$ cat config.mk
export PLATFORM = sky130hd
export DESIGN_NAME = hdlc_pool_irq
export DESIGN_NICKNAME = d
export VERILOG_FILES = /design/src/rtl/hpi_pkg.sv /design/src/rtl/hpi_rx_ctrl.sv /design/src/rtl/hpi_tx_ctrl.sv /design/src/rtl/hpi_status.sv /design/src/rtl/hdlc_pool_irq.sv
export SDC_FILE = /design/constraint.sdc
export NUM_CORES = 1
export LEC_CHECK = 0
export CAP_MARGIN = 20
export CORE_ASPECT_RATIO = 2
export CORE_MARGIN = 4
export CORE_UTILIZATION = 49
export CTS_CLUSTER_DIAMETER = 40
export DETAILED_ROUTE_END_ITERATION = 10
export GPL_TIMING_DRIVEN = 0
export HOLD_SLACK_MARGIN = 0.06
export PLACE_DENSITY_LB_ADDON = 0.08
export RECOVER_POWER = 25
export SYNTH_ARGS = -nofsm -noshare
export SYNTH_HDL_FRONTEND = slang
export SYNTH_HIERARCHICAL = 1
export SYNTH_SLANG_ARGS = --single-unit
$ cat constraint.sdc
create_clock -name clk -period 3.2 [get_ports clk]
set_clock_uncertainty 0.2 [all_clocks]
set_input_delay 0.64 -clock clk [delete_from_list [all_inputs] [get_ports clk]]
set_output_delay 0.64 -clock clk [all_outputs]
set_load 0.005 [all_outputs]
$ cat src/rtl/hpi_pkg.sv
package hpi_pkg;

    // Status bit positions (host-visible)
    localparam int BIT_MEND  = 0;
    localparam int BIT_PFULL = 1;
    localparam int BIT_TXRDY = 2;
    localparam int BIT_EXT   = 3;
    localparam int NUM_EVT   = 4;

    typedef enum logic [1:0] {
        RX_IDLE     = 2'd0,
        RX_FILL     = 2'd1,
        RX_WAIT_DMA = 2'd2
    } rx_state_t;

    typedef enum logic {
        TX_BOOT = 1'b0,
        TX_RUN  = 1'b1
    } tx_state_t;

endpackage

$ cat src/rtl/hpi_rx_ctrl.sv
module hpi_rx_ctrl
    import hpi_pkg::*;
#(
    parameter int POOL_BYTES = 32,
    parameter int CNT_W      = 12
) (
    input  logic             clk,
    input  logic             rst_n,
    input  logic             dma_mode,
    input  logic             rx_wr,
    input  logic             rx_eof,
    input  logic             rx_auto_ext,
    input  logic             dma_done,
    output logic             set_mend,
    output logic             set_pfull,
    output logic             set_ext,
    output logic [CNT_W-1:0] byte_cnt
);
    localparam int               PW        = $clog2(POOL_BYTES);
    localparam logic [PW-1:0]    POOL_LAST = PW'(POOL_BYTES - 1);
    localparam logic [CNT_W-1:0] CNT_MAX   = '1;

    rx_state_t        state_q, state_d;
    logic [PW-1:0]    pool_q, pool_d, base_pool;
    logic [CNT_W-1:0] cnt_q, cnt_d, base_cnt;
    logic             accept_wr, end_seen, pool_hit;

    // State register
    always_ff @(posedge clk or negedge rst_n) begin
        if (!rst_n) begin
            state_q <= RX_IDLE;
            pool_q  <= '0;
            cnt_q   <= '0;
        end else begin
            state_q <= state_d;
            pool_q  <= pool_d;
            cnt_q   <= cnt_d;
        end
    end

    // Frame bookkeeping: a byte in RX_IDLE opens a new frame from zero
    always_comb begin
        base_cnt  = (state_q == RX_IDLE) ? '0 : cnt_q;
        base_pool = (state_q == RX_IDLE) ? '0 : pool_q;
        accept_wr = rx_wr && (state_q != RX_WAIT_DMA);
        end_seen  = rx_eof && (state_q != RX_WAIT_DMA) &&
                    ((state_q == RX_FILL) || accept_wr);
        pool_hit  = accept_wr && (base_pool == POOL_LAST);
        cnt_d     = cnt_q;
        pool_d    = pool_q;
        if (accept_wr) begin
            cnt_d  = (base_cnt == CNT_MAX) ? CNT_MAX : base_cnt + 1'b1;
            pool_d = base_pool + 1'b1;
        end
    end

    // Next state
    always_comb begin
        state_d = state_q;
        unique case (state_q)
            RX_IDLE, RX_FILL: begin
                if (end_seen) begin
                    if (!rx_auto_ext && dma_mode) state_d = RX_WAIT_DMA;
                    else                          state_d = RX_IDLE;
                end else if (accept_wr) begin
                    state_d = RX_FILL;
                end
            end
            RX_WAIT_DMA: if (dma_done) state_d = RX_IDLE;
            default:     state_d = RX_IDLE;
        endcase
    end

    // Event outputs
    always_comb begin
        set_pfull = 1'b0;
        set_mend  = 1'b0;
        set_ext   = 1'b0;
        unique case (state_q)
            RX_IDLE, RX_FILL: begin
                set_pfull = pool_hit && !end_seen && !dma_mode;
                set_ext   = end_seen && rx_auto_ext;
                set_mend  = end_seen && !rx_auto_ext && !dma_mode;
            end
            RX_WAIT_DMA: set_mend = dma_done;
            default: ;
        endcase
    end

    assign byte_cnt = cnt_q;

    AST_CNT_HOLD_SAT: assert property (@(posedge clk) disable iff (!rst_n)
        (cnt_q == CNT_MAX) && (state_q != RX_IDLE) |=> (cnt_q == CNT_MAX));
    AST_NEW_FRAME_ONE: assert property (@(posedge clk) disable iff (!rst_n)
        (state_q == RX_IDLE) && rx_wr |=> (cnt_q == CNT_W'(1)));

endmodule

$ cat src/rtl/hpi_tx_ctrl.sv
module hpi_tx_ctrl
    import hpi_pkg::*;
#(
    parameter int POOL_BYTES = 32
) (
    input  logic clk,
    input  logic rst_n,
    input  logic tx_rd,
    output logic set_txrdy
);
    localparam int            PW        = $clog2(POOL_BYTES);
    localparam logic [PW-1:0] POOL_LAST = PW'(POOL_BYTES - 1);

    tx_state_t     state_q;
    logic [PW-1:0] drain_q;

    // State register
    always_ff @(posedge clk or negedge rst_n) begin
        if (!rst_n) begin
            state_q <= TX_BOOT;
            drain_q <= '0;
        end else begin
            state_q <= TX_RUN;
            if (tx_rd) drain_q <= drain_q + 1'b1;
        end
    end

    // Outputs
    always_comb begin
        unique case (state_q)
            TX_BOOT: set_txrdy = 1'b1;
            TX_RUN:  set_txrdy = tx_rd && (drain_q == POOL_LAST);
            default: set_txrdy = 1'b0;
        endcase
    end

    AST_TXRDY_GAP: assert property (@(posedge clk) disable iff (!rst_n)
        set_txrdy |=> !set_txrdy);

endmodule

$ cat src/rtl/hpi_status.sv
module hpi_status
    import hpi_pkg::*;
#(
    parameter int STW = 8
) (
    input  logic           clk,
    input  logic           rst_n,
    input  logic           rd_clr,
    input  logic           dma_mode,
    input  logic [STW-1:0] set_vec,
    input  logic [STW-1:0] mask,
    output logic [STW-1:0] status,
    output logic           irq
);
    logic [STW-1:0] status_q;

    always_ff @(posedge clk or negedge rst_n) begin
        if (!rst_n) status_q <= '0;
        else        status_q <= (rd_clr ? '0 : status_q) | set_vec;
    end

    assign status = status_q;
    assign irq    = |(status_q & ~mask);

    always @(posedge clk) begin
        if (!rst_n) begin
            AST_RST_ZERO: assert (status_q == '0);
        end
    end

    AST_UPPER_ZERO: assert property (@(posedge clk) disable iff (!rst_n)
        status_q[STW-1:NUM_EVT] == '0);
    AST_PFULL_INT_ONLY: assert property (@(posedge clk) disable iff (!rst_n)
        $rose(status_q[BIT_PFULL]) |-> !$past(dma_mode));
    AST_EXT_NOT_MEND: assert property (@(posedge clk) disable iff (!rst_n)
        set_vec[BIT_EXT] |-> !set_vec[BIT_MEND]);
    AST_READ_KEEPS_NEW: assert property (@(posedge clk) disable iff (!rst_n)
        rd_clr |=> (status_q == $past(set_vec)));

endmodule

$ cat src/rtl/hdlc_pool_irq.sv
module hdlc_pool_irq
    import hpi_pkg::*;
#(
    parameter int POOL_BYTES = 32,
    parameter int CNT_W      = 12,
    parameter int STW        = 8
) (
    input  logic       clk,
    input  logic       rst_n,
    input  logic       dma_mode,
    input  logic       rx_wr,
    input  logic       rx_eof,
    input  logic       rx_auto_ext,
    input  logic       dma_done,
    input  logic       tx_rd,
    input  logic       sta_rd,
    input  logic [7:0] irq_mask,
    output logic [7:0] status,
    output logic       irq,
    output logic [7:0] rbc_lo,
    output logic [7:0] rbc_hi
);
    logic             set_mend, set_pfull, set_ext, set_txrdy;
    logic [CNT_W-1:0] byte_cnt;
    logic [STW-1:0]   set_vec;
    logic [15:0]      cnt_wide;

    hpi_rx_ctrl #(.POOL_BYTES(POOL_BYTES), .CNT_W(CNT_W)) u_rx (
        .clk(clk), .rst_n(rst_n), .dma_mode(dma_mode),
        .rx_wr(rx_wr), .rx_eof(rx_eof), .rx_auto_ext(rx_auto_ext),
        .dma_done(dma_done),
        .set_mend(set_mend), .set_pfull(set_pfull), .set_ext(set_ext),
        .byte_cnt(byte_cnt)
    );

    hpi_tx_ctrl #(.POOL_BYTES(POOL_BYTES)) u_tx (
        .clk(clk), .rst_n(rst_n), .tx_rd(tx_rd), .set_txrdy(set_txrdy)
    );

    always_comb begin
        set_vec            = '0;
        set_vec[BIT_MEND]  = set_mend;
        set_vec[BIT_PFULL] = set_pfull;
        set_vec[BIT_TXRDY] = set_txrdy;
        set_vec[BIT_EXT]   = set_ext;
    end

    hpi_status #(.STW(STW)) u_sta (
        .clk(clk), .rst_n(rst_n), .rd_clr(sta_rd), .dma_mode(dma_mode),
        .set_vec(set_vec), .mask(irq_mask), .status(status), .irq(irq)
    );

    assign cnt_wide = 16'(byte_cnt);
    assign rbc_lo   = cnt_wide[7:0];
    assign rbc_hi   = cnt_wide[15:8];

endmodule

### Word-level counts from Yosys, hierarchy flattened

Cells that the tools add are included.

* $add $sub $neg: 3
* equality and inequality tests: 8
* muxes and demuxes: 13
* bitwise operators: 4
* reductions and logical operators: 19

Operators by type and width (number)
* $mux W12: 2
* $add A12 B1 Y12 const B: 1
* $eq A12 B12 Y1 const B: 1
* $logic_and A1 B1 Y1: 11
* $add A5 B1 Y5 const B: 2
* $eq A5 B5 Y1 const B: 2
* $and A8 B8 Y8: 1
* $mux W2: 4
* $mux W8: 1
* $not A8 Y8: 1
* $or A8 B4 Y8: 1
* $reduce_or A8 Y1: 1
* $mux W5: 1
* $ne A2 B2 Y1 const B: 2
* $pmux W1 S2: 2
* $pmux W2 S2: 1
* $logic_not A1 Y1: 3
* $ne A3 B1 Y1 const B: 1
* $eq A2 B1 Y1 const B: 1
* $eq A2 B2 Y1 const B: 1
* $logic_not A2 Y1: 1
* $mux W1: 2
* $reduce_and A2 Y1: 1
* $reduce_or A2 Y1: 1
* other kinds (2): 2

* flip-flop bits (word level): 33
* input port bits: 17
* output and inout bits: 25
* word-level logic and storage cells: 53

### Logic depth before layout (Yosys ltp)

* word-level depth: 9
* gate-level depth with buffers: 10
* depth with buffers taken out: 8

### Hierarchy

The synthesis kept the hierarchy.

Modules (own cells, without submodules)
* hpi_rx_ctrl: instances 1, cells an instance 135, area each 1146.1 um^2, sequential area each 475.5 um^2
* hpi_status: instances 1, cells an instance 30, area each 327.8 um^2, sequential area each 200.2 um^2
* hpi_tx_ctrl: instances 1, cells an instance 19, area each 251.5 um^2, sequential area each 150.1 um^2
* hdlc_pool_irq: instances 1, cells an instance 5, area each 33.8 um^2, sequential area each 0.0 um^2

### Worst setup path before layout

No wires, ideal clock.

* kind: reg2reg
* from: register u_rx.state_q[0]
* to: register u_sta.status_q[1] (netlist: u_sta/status[1])
* data arrival time: 1.922 ns
* setup slack: 0.960 ns
* cell stages (with the launch flop): 11
* period minus slack after synthesis: 2.240 ns
* cells stage by stage: dfrtp_1 -> buf_4 -> or2_2 -> clkbuf_1 -> and2_1 -> ha_1 -> nand2_1 -> nor3b_1 -> ha_1 -> and4_1 -> a21o_1

* longest elaborated chain between the ends: 9

Ends and longest elaborated chain
* start: declaration: line hpi_rx_ctrl.sv:23 `rx_state_t state_q, state_d;`
* start signal: assignment: line hpi_rx_ctrl.sv:35 `state_q <= state_d;`
* branches (longest 7 deep; another with $mux W5)
* $mux W1 *: line hpi_rx_ctrl.sv:79 `unique case (state_q)`
* via set_pfull: line hdlc_pool_irq.sv:23 `logic set_mend, set_pfull, set_ext, set_txrdy;`
* $or A8 B4 Y8 *: line hpi_status.sv:19 `else status_q <= (rd_clr ? '0 : status_q) | set_vec;`
* end signal: assignment: line hpi_status.sv:19
* end: declaration: line hpi_status.sv:15 `logic [STW-1:0] status_q;`

Mark *: on every way through the listed nets, which the timed path passes.
A chain may end at the register's enable or synchronous reset.

### Worst setup path in the final report

* from: input irq_mask[7]
* to: output irq

* longest elaborated chain between the ends: 3

Ends and longest elaborated chain
* start: declaration: line hdlc_pool_irq.sv:17 `input logic [7:0] irq_mask,`
* $not A8 Y8: line hpi_status.sv:23 `assign irq = |(status_q & ~mask);`
* $and A8 B8 Y8: line hpi_status.sv:23
* $reduce_or A8 Y1: line hpi_status.sv:23
* end: declaration: line hdlc_pool_irq.sv:19 `output logic irq,`

No other way between the ends.

==> out/results.tsv <==
stage	metric	value	unit
logic_synthesis	synth_edf_count	0	
grt	grt_max_degree	34	
logic_synthesis	synth.top_cell.area_share	0.4694	
clock_tree	clk_pin_slew	0.06	ns
timing	setup-tns-final	0	ns
place	dp_cells	280	
critical_path	cp-start-kind	input port	
min_path	hold_path_startpoint	u_rx/pool_q[4]	
grt	grt-busiest-layer	met2	
floorplanning	die_area	4671	µm²
final_layout	instances_no_fill	288	
floorplanning	row_count	30	
place	dp_hpwl	3.320	mm
final_layout	nFillCells	290	
critical_path	rr_endpoint	u_rx/byte_cnt[0]	
grt	grt_pass1_wl	7.238	mm
timing	clock.fmax	335.1	MHz
logic_synthesis	async_reset_ff_frac	1.000	
timing	slew-limit-headroom	-0.1531	
clock_tree	clock-sinks	33	
final_layout	area_growth_syn_to_layout	29.73	%
final_layout	layout.nets	261	
critical_path	cpLargestDelayFamily	buffers and inverters	
critical_path	critPathRequiredTime	2.36	ns
power	ir_drop	0.2600	mV
grt	grt_use_met1	0.1971	
logic_synthesis	synth_cells	189	
timing	final_hold_viol_count	0	
grt	overflow	0	
logic_synthesis	yosysUniqueCellTypes	44	
detailed_routing	final_antenna_net_count	0	
detailed_routing	dr_total_vias	1590	
timing	slew_viol_final	34	
critical_path	worstPathArrival	2.14	ns
critical_path	path_cells	clkdlybuf4s50_1, o22ai_1, or4_1, clkdlybuf4s50_1	
power	leakage	1.096	nW
clock_tree	root_buffer	clkbuf_8	
critical_path	max_stage_delay	0.51	ns
timing	min_period	2.984	ns
timing	worstMarginPinSlew	1.730	ns
grt	first_global_vias	1604	
final_layout	drive_above_1_share	0.09583	
grt	antenna_found_initial	0	
detailed_routing	vias_per_cell	5.521	
clock_tree	post_cts_buffers	0	
timing	setup_viol	0	
logic_synthesis	yosysMostFrequentCell	dfrtp_1	
final_layout	ff_latch_area	825.8	µm²
critical_path	cp_max_fo	1	
grt	grt_usage	0.2014	
detailed_routing	wl	4.358	mm
grt	met2_usage	0.3766	
final_layout	multiInputGateArea	855.8	µm²
logic_synthesis	synth_largest_area_cell	dfrtp_1	
critical_path	cp_common_cell	clkdlybuf4s50_1	
clock_tree	hold_buffers	0	
logic_synthesis	seq_area_frac_synth	0.4694	
logic_synthesis	avgSynthCellArea	9.308	µm²
outcome	violations	capacitance limit, slew limit	
detailed_routing	drtPass1Iterations	4	
outcome	status	finished with violations	
grt	grtUsageMet3	0.04348	
floorplanning	die_y	92.74	µm
place	gp_congestion	0.9271	
place	placed_area	2201	µm²
critical_path	reg2regPathDepth	9	
detailed_routing	drc	0	
logic_synthesis	synth.area.top_cells	dfrtp_1, nand2_1, ha_1, a21o_1, a21oi_1	
floorplanning	ioPinCount	42	
min_path	hold_class	reg2reg	
logic_synthesis	synth_common_cells	dfrtp_1, nand2_1, inv_1, nor2_1	
critical_path	timing.rr.start	u_rx/state_q[0]	
flow_run	maxCapViolations	1	
min_path	holdPathEnd	u_rx/pool_q[4]	
clock_tree	cts_max_level	2	
logic_synthesis	synthesis.area	1759	µm²
place	io_buffers	36	
logic_synthesis	synth-main-ff-cell	dfrtp_1	
floorplanning	initial_core_util	0.5150	
timing	min_period_over_period	0.9326	
critical_path	cp.depth	4	
clock_tree	insertion_delay	0.28	ns
power	powerDensity	465.6	nW/µm²
final_layout	num_antenna_cells	0	
clock_tree	cts.repair.resized	0	
final_layout	fin_area	2282	µm²
detailed_routing	drt-initial-drc-count	36	
critical_path	crit_path_end_kind	primary output	
critical_path	crit_type	in2out	
critical_path	slowest_stage	or4_1	
logic_synthesis	synth-seq-cells	33	
floorplanning	design.core.area	3416	µm²
clock_tree	cts_buffers	5	
min_path	whs_path_depth	2	
critical_path	reg2reg_slack	0.54	ns
clock_tree	cts_tree	built	
floorplanning	chipWidth	50.37	µm
critical_path	critical_path_buf_inv_count	2	
detailed_routing	wl_per_cell	15.13	µm
timing	rsz0062_at_grt	false	
logic_synthesis	yosysWarnings	6	
clock_tree	clockBufferDepth	2	
-- per-stage QoR --
stage	util	setup slack, ns	total power, mW	hold WS (ns)
2_1_floorplan	-	0.9603	0.6693	0.1444
3_3_place_gp	0.6458	0.2226	0.7592	0.2534
3_5_place_dp	0.6443	0.2109	0.7750	0.2585
4_1_cts	0.6685	0.2099	1.082	0.2327
5_1_grt	0.6681	0.1658	1.135	0.3084
6_report	0.6681	0.2158	1.063	0.2728
-- worst register-to-register path, cell delays in order, from the launching register on --
cell,delay [ns]
dfrtp_1,0.32
buf_4,0.16
or2_2,0.13
clkbuf_1,0.35
and2_1,0.22
ha_1,0.22
o211ai_2,0.21
nor4_4,0.46
nor2_2,0.14
a21oi_1,0.18
-- kinds of logic (layout without fill, tap and decap cells) --
| logic type | count (synthesis) | after routing | synth area share |
|---|---|---|---|
| buffers and inverters | 22 | 66 | 0.05904 |
| AO/OA/AOI/OAI | 49 | 49 | 0.1899 |
| flip-flops | 33 | 33 | 0.4694 |
| multiplexers | 2 | 2 | 0.01280 |
| AND/OR/NAND/NOR | 73 | 73 | 0.2141 |
| other | 2 | 9 | 0.004269 |
| XOR/XNOR | 3 | 3 | 0.01494 |
| adder cells (fa/ha/maj) | 5 | 5 | 0.03556 |
-- how the worst max path moves through the flow --
stage                     slack [ns]             from              end
after floorplan                 0.96  u_rx/state_q[0]  u_sta/status[1]
after global placement          0.22      irq_mask[7]              irq
after detailed placement        0.21      irq_mask[7]              irq
after CTS                       0.21      irq_mask[7]              irq
after global routing            0.17      irq_mask[7]              irq
final                           0.22      irq_mask[7]              irq
-- state kept, by name, summed over array words and instances, names as in the netlist --
signal and count:
u_tx/state_q 1, u_tx/drain_q 5, u_sta/status 8, u_rx/pool_q 5, u_rx/byte_cnt 12, u_rx/state_q 2
-- per-layer routing --
metal	part of all wire	routed length (µm)	vias to the layer above
met5	0	0	-
met2	0.56	2432	57
met4	0.031	136	0
met1	0.36	1564	769
li1	-	-	753
met3	0.051	224	11
-- final cells by class --
cell class	instances	area share
clock inverters	2	0.004386
well taps	48	0.02632
clock buffers	6	0.03180
flip-flops and latches	33	0.3618
inverters	13	0.02138
repair buffers	36	0.1552
multi-input cells	141	0.3750
plain buffers	9	0.02412
-- layout by cell type (no fill, tap or decap), drive strengths merged, types with 2 or more instances in the layout --
cell,synthesis,layout
nor4,2,2
nand3,4,4
nand2b,2,2
clkdlybuf4s50,0,35
conb,2,9
a21oi,10,10
nand4,3,3
clkbuf,2,9
clkinv,0,2
nor3,4,4
nor2,14,14
o21ai,10,10
a21o,8,8
and3,4,4
o211ai,3,3
a31oi,4,4
o32ai,2,2
buf,7,7
inv,13,13
o31a,2,2
o22ai,4,4
mux2,2,2
and2,6,6
xnor2,2,2
nand2,27,27
ha,5,5
dfrtp,33,33
nor3b,4,4
-- where the power goes --
part | internal, mW | total, mW | switching (mW)
sequential | 0.481 | 0.536 | 0.0549
combinational | 0.124 | 0.228 | 0.104
clock | 0.151 | 0.299 | 0.149
(Power assumes the default switching activity.)
